$ cat config.mk
export PLATFORM = sky130hd
export DESIGN_NAME = serial_dot_unit
export DESIGN_NICKNAME = d
export VERILOG_FILES = /design/src/rtl/serial_dot_unit.sv
export SDC_FILE = /design/constraint.sdc
export NUM_CORES = 1
export LEC_CHECK = 0
export BUFFER_PORTS_ARGS = -buffer_cell sky130_fd_sc_hd__buf_2
export CAP_MARGIN = 20
export CORE_ASPECT_RATIO = 1.75
export CORE_MARGIN = 5
export CORE_UTILIZATION = 55
export DETAILED_ROUTE_END_ITERATION = 8
export PLACE_DENSITY = 0.83
export SETUP_SLACK_MARGIN = 0.02
export SYNTH_ARGS = -nofsm -noshare
export SYNTH_HDL_FRONTEND = slang
export SYNTH_SLANG_ARGS = --single-unit
$ cat constraint.sdc
create_clock -name clk -period 14.4 [get_ports clk]
set_input_delay 2.88 -clock clk [delete_from_list [all_inputs] [get_ports clk]]
set_output_delay 2.88 -clock clk [all_outputs]
set_load 0.01 [all_outputs]
$ cat src/rtl/serial_dot_unit.sv
module serial_dot_unit #(
  parameter int LANES = 16,
  parameter int ACC_W = 32,
  parameter int PF_W  = 4
) (
  input  logic                    clk,
  input  logic                    rst_n,
  input  logic                    start,
  input  logic [PF_W-1:0]         act_prec,
  input  logic [PF_W-1:0]         wgt_prec,
  input  logic                    step,
  input  logic [LANES-1:0]        abits,
  input  logic [LANES-1:0]        wbits,
  input  logic                    casc_add,
  input  logic                    pool_en,
  input  logic signed [ACC_W-1:0] side_in,
  output logic signed [ACC_W-1:0] acc,
  output logic                    done
);
  localparam int MAXB  = 1 << PF_W;
  localparam int SUM_W = $clog2(LANES + 1);
  localparam int IN_W  = SUM_W + MAXB;

  logic [LANES-1:0] wr;
  logic [PF_W-1:0]  a_idx, w_idx, pa_m1, pw_m1;
  logic             busy, pooled;
  logic [IN_W-1:0]  inner;

  logic [LANES-1:0] w_eff;
  logic [SUM_W-1:0] pc;
  logic [IN_W-1:0]  inner_sum;
  logic [ACC_W-1:0] contrib;
  logic             last_a, last_w;

  assign w_eff = (a_idx == '0) ? wbits : wr;

  always_comb begin
    pc = '0;
    for (int k = 0; k < LANES; k++)
      pc = pc + SUM_W'(abits[k] & w_eff[k]);
  end

  assign inner_sum = inner + (IN_W'(pc) << a_idx);
  assign contrib   = ACC_W'(inner_sum) << w_idx;
  assign last_a    = (a_idx == pa_m1);
  assign last_w    = (w_idx == pw_m1);

  always_ff @(posedge clk or negedge rst_n) begin
    if (!rst_n) begin
      wr <= '0; a_idx <= '0; w_idx <= '0; pa_m1 <= '0; pw_m1 <= '0;
      busy <= 1'b0; pooled <= 1'b0; inner <= '0; acc <= '0; done <= 1'b0;
    end else begin
      done <= 1'b0;
      if (start) begin
        acc <= '0; inner <= '0; a_idx <= '0; w_idx <= '0;
        pa_m1 <= act_prec; pw_m1 <= wgt_prec;
        busy <= 1'b1; pooled <= 1'b0;
      end else if (step) begin
        if (busy) begin
          if (a_idx == '0) wr <= wbits;
          if (last_a) begin
            inner <= '0;
            a_idx <= '0;
            acc   <= last_w ? acc - $signed(contrib) : acc + $signed(contrib);
            if (last_w) begin
              busy <= 1'b0;
              done <= 1'b1;
            end else begin
              w_idx <= w_idx + 1'b1;
            end
          end else begin
            inner <= inner_sum;
            a_idx <= a_idx + 1'b1;
          end
        end
      end else if (casc_add) begin
        acc <= acc + side_in;
      end else if (pool_en) begin
        if (!pooled || side_in > acc) acc <= side_in;
        pooled <= 1'b1;
      end
    end
  end
endmodule

==> results.py <==
metrics = {
    "logic_synthesis": {
        "synth_cell_type_count": 93,
        "yosys.area.top_type": "dfrtp_1",
        "async_flop_share": 1.00,
        "ys_seq_area_frac": 0.179,
        "synth_warnings": 0,
        "synth-edff-count": 0,
        "synth_xor_area_frac": 0.0713,
        "yosys_register_bits": 88,
        "synth_fa_ha_area_frac": 0.146,
        "synth_top_family_by_area": "compound AO/OA/AOI/OAI gates",
        "avgSynthCellArea_um2": 7.59,
        "syn-num-nets": 1834,
        "netlist_area_mm2": 0.0123,
        "yosysMostFrequentCell": "nand2_1",
        "synthMuxAreaShare": 0.0466,
        "synth_top_area_frac": 0.179,
        "syn_inst": 1620,
        "ys_top_cells_by_count": "nand2_1 (196), nor2_1 (148), a21oi_1 (131), ha_1 (123), inv_1 (97)",
        "synthTopCellsByArea": "dfrtp_1 (18%), ha_1 (13%), nand2_1 (6.0%)",
        "synthFlopType": "dfrtp_1",
        "synth_simple_gate_area_share": 0.207,
        "synth_compound_area_frac": 0.291,
    },
    "power_and_ir_drop": {
        "cell_internal_pwr_mw": 1.21,
        "ir_drop_uv": 136,
        "comb_power_share": 0.752,
        "power_density_mw_per_mm2": 186,
        "finalPower_mw": 2.47,
        "p_sw_frac": 0.509,
        "p_seq_frac": 0.145,
        "p_switching_mw": 1.26,
        "leakage_nw": 6.10,
        "clkPwrFrac": 0.102,
    },
    "timing": {
        "rsz0062_at_grt": "false",
        "maxSlewViolCount": 0,
        "setup_tns_ns": 0,
        "fin_skew_ns": 0.00743,
        "whs_ns": 0.497,
        "fin_crit_ns": 13.12,
        "slew_headroom": 0.452,
        "fin_crit_sh": 0.911,
        "tightestPinTransition_ns": 0.814,
        "fmax_ghz": 0.0762,
        "hold_viol_final": 0,
        "setup_viol": 0,
    },
    "floorplan": {
        "die_x_um": 123,
        "boundaryPins": 111,
        "fp.dieH_um": 208,
        "core-area_mm2": 0.0221,
        "start_util": 0.557,
        "row_count": 72,
        "die_area_mm2": 0.0256,
    },
    "route": {
        "wl_per_cell_um": 19.3,
        "routed_via_density": 6.40,
        "ant_nets": 0,
        "vias": 12600,
        "initialDrtViolationCount": 931,
        "first_pass_iters": 5,
        "drcViolationCount": 0,
        "wirelength_um": 38100,
    },
    "global_route": {
        "grt_max_degree": 60,
        "grt_pass1_vias": 12600,
        "antenna_found_initial": 0,
        "grt_pass1_wl_um": 60700,
        "grt.total_usage": 0.294,
        "grt_overflow": 0,
    },
    "status": {
        "outcome": "finished, final reports clean",
    },
    "worst_setup_path": {
        "rr_worst_depth": 45,
        "cp_common_cell": "fa_1",
        "reg2reg_slack_ns": 1.92,
        "cp.depth": 43,
        "worst_setup_path_end_kind": "flip-flop",
        "slowest_delay_ns": 0.54,
        "arrival_ns": 13.41,
        "crit_path_start_kind": "input pin",
        "path_delay_family": "compound AO/OA/AOI/OAI gates",
        "required_ns": 14.69,
        "cp_max_fo": 11,
        "cp_slowest_cell": "fa_1",
        "worst-path-buf-inv": 4,
        "crit_type": "in -> reg",
    },
    "clocking": {
        "max-clock-path-buffers": 2,
        "cts_hold_buffers": 0,
        "clockRootBuffer": "clkbuf_16",
        "clk-insertion-delay-late_ns": 0.37,
        "post-cts-setup-buffers": 0,
        "cts_buffers": 9,
        "cts_tree": "done",
        "cts_resized": 0,
        "cts_sinks": 88,
        "clkSlewWorstSetupHoldPaths_ns": 0.07,
        "htreeDepth": 3,
    },
    "hold_path": {
        "min_path_type": "reg -> reg",
        "hold_depth": 1,
    },
    "placed_design": {
        "io_buffers": 110,
        "dp_hpwl_um": 30200,
        "globalplace.congestion": 1.01,
        "post-place-cells": 1960,
    },
    "layout": {
        "fin_cells": 1976,
        "drive_gt1_frac": 0.126,
        "area_growth_pct": 8.40,
        "nNetsFinal": 1889,
        "utilization": 0.604,
        "antenna_cells": 0,
    },
    "job": {
        "maxCapViolations": 0,
    },
}
==> registers in the layout (all words and copies together), names as in the netlist <==
register,flops
w_idx,4
acc,32
done,1
inner,21
pooled,1
pw_m1,4
a_idx,4
pa_m1,4
busy,1
wr,16
==> power by group through the flow <==
| stage | combinational [mW] | sequential (mW) | clock, mW |
|---|---|---|---|
| 2_1_floorplan | 1.43 | 0.354 | 0 |
| 3_3_place_gp | 1.77 | 0.359 | 0 |
| 3_5_place_dp | 1.83 | 0.363 | 0 |
| 4_1_cts | 1.84 | 0.358 | 0.256 |
| 5_1_grt | 2.06 | 0.365 | 0.267 |
| 6_report | 1.86 | 0.359 | 0.253 |
==> cell usage in the layout, fill, tap and decap left out, types with 19 or more instances in the layout <==
cell type and instances:
nand3_1 24, ha_1 123, o31ai_1 32, o21ai_0 79, xor2_1 38, nand4_1 21
nor3_1 40, nor2_1 148, dfrtp_1 88, inv_1 97, o211ai_1 19, mux2_2 33
nor2b_1 21, o21bai_1 20, a21o_1 33, xnor2_1 62, nand2_1 196, a211oi_1 34
a21oi_1 131, buf_2 109
==> per-stage QoR <==
stage	worst slack (ns)	instance area [um2]
after floorplan	2.42	12300
after global placement	1.23	13000
after detailed placement	1.07	13000
after CTS	1.41	13300
after global routing	0.583	13300
final	1.28	13300
==> layout make-up <==
cell class | count | area, um2
Sequential cell | 88 | 2200
Inverter | 100 | 375
Timing Repair Buffer | 127 | 684
Tap cell | 296 | 370
Clock buffer | 10 | 229
Clock inverter | 6 | 75.1
Multi-Input combinational cell | 1349 | 9390
Fill cell | 1996 | 8750
==> final timing paths <==
path / startpoint / end
setup / recovery: wbits[11] / acc[31]
hold / removal: inner[20] / inner[20]
setup reg to reg: a_idx[1] / acc[31]
hold reg to reg: inner[20] / inner[20]
max in group asynchronous: rst_n / wr[3]
min in group asynchronous: rst_n / acc[0]
==> per-layer routing <==
| layer | GRT usage | part of all wire | vias up | wire, um |
|---|---|---|---|---|
| met5 | 0 | 0 | - | 0 |
| li1 | - | - | 6013 | - |
| met3 | 0.0346 | 0.039 | 196 | 1480 |
| met4 | 0.222 | 0.081 | 0 | 3100 |
| met2 | 0.540 | 0.53 | 470 | 20100 |
| met1 | 0.290 | 0.35 | 5970 | 13400 |
==> kinds of logic after synthesis <==
group	after synthesis
AO/OA/AOI/OAI	518
XOR/XNOR	100
adder cells (fa/ha/maj)	136
buffers and inverters	183
flip-flops	88
multiplexers	48
AND/OR/NAND/NOR	547
Note: power is estimated with default switching activity, not from simulation.
